--- src/rtl/addr_gen.sv ---
module addr_gen #(
  parameter int AW    = 32,
  parameter int IMM_W = 16,
  parameter int JT_W  = 26
) (
  input  logic [AW-1:0] pc,
  input  logic [AW-1:0] instr,
  input  logic [AW-1:0] base,
  input  logic [1:0]    sel,
  input  logic          taken,
  input  logic [1:0]    size,
  output logic [AW-1:0] next_pc,
  output logic [AW-1:0] ea,
  output logic [AW-1:0] lui_val,
  output logic          misalign
);
  localparam int REG_W = AW - JT_W - 2;
  localparam logic [1:0] SEL_BR  = 2'b01;
  localparam logic [1:0] SEL_JMP = 2'b10;
  localparam logic [1:0] SEL_MEM = 2'b11;

  logic [IMM_W-1:0] imm;
  logic [AW-1:0]    disp, pc_inc, br_tgt, jmp_tgt;

  assign imm     = instr[IMM_W-1:0];
  assign disp    = {{(AW-IMM_W){imm[IMM_W-1]}}, imm};
  assign pc_inc  = pc + AW'(4);
  assign br_tgt  = pc_inc + {disp[AW-3:0], 2'b00};
  assign jmp_tgt = {pc_inc[AW-1 -: REG_W], instr[JT_W-1:0], 2'b00};

  always_comb begin
    next_pc = pc_inc;
    if (sel == SEL_JMP)            next_pc = jmp_tgt;
    else if (sel == SEL_BR && taken) next_pc = br_tgt;
  end

  assign ea      = base + disp;
  assign lui_val = {imm, {(AW-IMM_W){1'b0}}};

  always_comb begin
    misalign = 1'b0;
    if (sel == SEL_MEM) begin
      unique case (size)
        2'b00:   misalign = 1'b0;
        2'b01:   misalign = ea[0];
        default: misalign = |ea[1:0];
      endcase
    end
  end
endmodule

--- config.mk ---
export PLATFORM = sky130hd
export DESIGN_NAME = addr_gen
export DESIGN_NICKNAME = d
export VERILOG_FILES = /design/src/rtl/addr_gen.sv
export SDC_FILE = /design/constraint.sdc
export NUM_CORES = 1
export LEC_CHECK = 0
export BUFFER_PORTS_ARGS = -buffer_cell sky130_fd_sc_hd__buf_2
export CAP_MARGIN = 20
export CORE_MARGIN = 5
export CORE_UTILIZATION = 46
export DETAILED_ROUTE_END_ITERATION = 8
export PLACE_DENSITY_LB_ADDON = 0.08
export SYNTH_ARGS = -nofsm -noshare
export SYNTH_HDL_FRONTEND = slang
export SYNTH_SLANG_ARGS = --single-unit
--- constraint.sdc ---
create_clock -name vclk -period 3
set_clock_uncertainty 0.05 [all_clocks]
set_input_delay 0.15 -clock vclk [all_inputs]
set_output_delay 0.15 -clock vclk [all_outputs]
set_load 0.02 [all_outputs]
Word-level counts from Yosys, hierarchy flattened:

Cells that the tools add are included.

* word-level logic and storage cells: 14
* output and inout port bits: 97
* bits of input ports: 101
* flip-flop bits (word level): 0

* $add $sub $neg: 3
* muxes and demuxes: 4
* reduce and logical (&&, ||, !) cells: 3
* eq/ne operators: 4

Operators by type and width (count)
* adder 32 bit: 2
* two-way mux 32 bit: 2
* adder 32 x 3 -> 32 bit, second input constant: 1
* equality test 2 x 1 -> 1 bit, second input constant: 2
* equality test 2 bit, second input constant: 2
* zero test 2 bit: 1
* case mux 1 bit (2 select lines): 1
* OR reduction 2 bit: 1
* logical AND 1 bit: 1
* two-way mux 1 bit: 1

Logic depth before layout (Yosys ltp):

* word-level depth: 4
* mapped depth: 17

Worst setup path before layout:

OpenSTA, ideal clock, no wires.

* kind: input-to-output
* start point: input pc[5]
* end point: output next_pc[30]
* slack: -0.220 ns
* stages: 16
* buffers on the path: 1
* data arrival time: 3.020 ns
* cells stage by stage: and4_1 buf_2 nand3_1 nor2_1 and2_1 nand4_1 xnor2_1 ha_1 a21o_2 a21o_1 a21o_1 o21ai_0 o211ai_1 a21oi_1 xor2_1 o21ai_0

* longest elaborated chain between the ends: 4

RTL lines
* from (decl): line 6 `input logic [AW-1:0] pc,`
* adder 32 x 3 -> 32 bit (*): line 27 `assign pc_inc = pc + AW'(4);`
* adder 32 bit: line 28 `assign br_tgt = pc_inc + {disp[AW-3:0], 2'b00};`
* two-way mux 32 bit: line 34 `else if (sel == SEL_BR && taken) next_pc = br_tgt;`
* two-way mux 32 bit (*): line 33 `if (sel == SEL_JMP) next_pc = jmp_tgt;`
* to (decl): line 12 `output logic [AW-1:0] next_pc,`

Mark *: on every way between the ends. The rest lies on a longest branch, timed or not.

Worst setup path after layout:

* start point: input pc[5]
* end point: output next_pc[28]

Same word-level chain as after synthesis.

==> flow_metrics.py <==
metrics = {
    "sta": {
        "worst_pin_slew_ns": 0.578,
        "rsz0062_at_grt": "yes",
        "period_minus_slack_ns": 3.22,
        "fmax_ghz": 0.311,
        "hold_violations": 0,
        "setup_viol": 17,
        "relSlewSlack_pct": 61.0,
        "setup_slack_ns": -0.220,
        "slew_viol_final": 0,
        "finalCritPeriodShare_pct": 107,
        "hold_ws_ns": 0.531,
    },
    "die": {
        "ios": 198,
        "num_rows": 36,
        "fp.dieH_um": 109,
        "dieArea_mm2": 0.0118,
        "core_area_mm2": 0.00964,
        "fp.dieW_um": 109,
        "start_util_pct": 46.4,
    },
    "routing": {
        "dr.pass1.iters": 4,
        "drc_errors": 0,
        "postRouteAntennaNets": 0,
        "wl_um": 16900,
        "wire_per_inst_um": 15.9,
        "viasPerCell": 5.47,
        "routed-via-count": 5834,
        "drtIter0Drc": 223,
    },
    "setup_path": {
        "start_kind": "primary input",
        "endpoint_kind": "output port",
        "path_class": "primary input to output port",
        "cp-startpoint": "pc[5]",
        "path_max_fanout": 6,
        "crit_arrival_ns": 3.02,
        "cp_data_required_time_ns": 2.80,
    },
    "logic_synthesis": {
        "synth.area.top_cells": "ha_1 19%, xnor2_1 10%, a21oi_1 8.5%",
        "synth_top_area_cell": "ha_1",
        "synthTopCellsByCount": "76 x a21oi_1, 71 x nand2_1, 68 x ha_1, 55 x nor2_1",
        "synth.top_cell.area_share_pct": 19.0,
        "synthCells": 662,
        "synth_area_per_cell_um2": 6.75,
        "yosysUniqueCellTypes": 64,
        "ys_seq_area_share_pct": 0,
        "netlist_area_mm2": 0.00447,
        "ys.warnings.count": 0,
        "yosysMostFrequentCell": "a21oi_1",
    },
    "finish": {
        "antennaDiodeCount": 0,
        "fin_cells": 1067,
        "fin_nets": 1107,
        "seq_cells": 0,
        "drive_above_1_share_pct": 47.1,
        "register_area_um2": 0,
        "post-route-util_pct": 74.5,
        "clkbuf_count": 0,
        "area_delta_synth_final_pct": 60.7,
        "fin_area_mm2": 0.00718,
    },
    "power_and_ir_drop": {
        "peakVddDrop_uv": 127,
        "p_leak_uw": 0.00346,
        "power_density_mw_per_mm2": 235,
    },
    "global_routing": {
        "grt_pass1_wl_um": 26500,
        "grt_pass1_vias": 5791,
        "grtUsageTotal_pct": 27.0,
        "grt_overflow": 0,
        "grt_max_degree": 39,
        "antenna_found_initial": 0,
    },
    "placed_design": {
        "dp_hpwl_um": 13100,
        "gp_congestion": 0.919,
        "place_inst": 1053,
        "place_ws_ns": -0.511,
        "io_buffer_count": 176,
        "placed_area_mm2": 0.00616,
    },
    "hold_path": {
        "hold_path_class": "primary input to output port",
        "hp-start": "instr[0]",
    },
    "flow_run": {
        "cap_violations": 0,
    },
    "outcome": {
        "violations": "setup timing",
        "status": "finished with violations",
    },
}
## what timing repair did
action                                  CTS  global route
resized for setup                       122            62
hold buffers                              0             0
pin swaps                                57            55
setup buffers                            11             3
gates cloned                              0             0
endpoints found under the setup margin   20            22
## area by class of cell
class | count | area, um2
Multi-Input combinational cell | 614 | 4960
Inverter | 11 | 41.3
Tap cell | 133 | 166
Timing Repair Buffer | 309 | 2010
Fill cell | 785 | 2460
## critical path: stages
cell	delay [ns]
buf_6	0.07
and4_4	0.27
and3_4	0.22
nand2_4	0.06
xnor2_2	0.13
ha_1	0.31
buf_4	0.16
a21oi_1	0.15
o21ai_1	0.10
a22o_1	0.23
a21o_4	0.21
buf_6	0.12
a21oi_4	0.17
o31a_2	0.19
o21ai_2	0.06
xnor2_1	0.20
a21oi_2	0.08
buf_6	0.13
## cells by family after synthesis
group / Yosys count / share of synthesized area [%]
AND/OR/NAND/NOR: 215 / 23.0
AO/OA/AOI/OAI: 229 / 31.8
multiplexers: 1 / 0.252
buffers and inverters: 63 / 8.62
XOR/XNOR: 83 / 16.3
other: 1 / 0.0839
adder cells (fa/ha/maj): 70 / 19.9
## metrics by stage
step / total power [uW] / setup TNS (ns)
floorplan: 948 / 0
global placement: 1450 / -5.02
detailed placement: 1480 / -5.87
CTS: 1590 / -1.33
global route: 1820 / -4.28
finish: 1690 / -1.90
## per-layer routing
layer | track usage [%] | vias to the layer above | routed length, um
met4 | 7.84 | 0 | 464
met2 | 49.2 | 187 | 8360
met3 | 1.73 | 36 | 902
met1 | 34.1 | 2681 | 7210
li1 | - | 2930 | -
met5 | 0 | - | 0
## path summary, 6_finish.rpt
check	to	depth (start not counted)
worst max-delay path	next_pc[28]	18
worst min-delay path	lui_val[16]	2
## layout by cell type, fill, tap and decap left out, types with 7 or more instances in the layout
cell | synthesis | final
a21o_1 | 28 | 28
a21oi_1 | 76 | 57
a21oi_2 | 2 | 17
buf_2 | 1 | 151
buf_4 | 34 | 142
buf_6 | 1 | 15
conb_1 | 1 | 16
ha_1 | 68 | 54
ha_4 | 0 | 12
inv_1 | 11 | 11
nand2_1 | 71 | 66
nand2b_1 | 7 | 7
nand3_1 | 20 | 12
nand4_1 | 17 | 17
nor2_1 | 55 | 47
o21ai_0 | 52 | 36
o21ai_1 | 4 | 12
o21ai_2 | 2 | 10
xnor2_1 | 52 | 33
xnor2_2 | 0 | 17
xor2_1 | 31 | 27
## report_power, final
part	leakage [uW]	internal, uW	switching (uW)	total (uW)
registers	0	0	0	0
clock network	0	0	0	0
logic	0.00346	747	942	1690
Note: power is estimated with default switching activity, not from simulation.
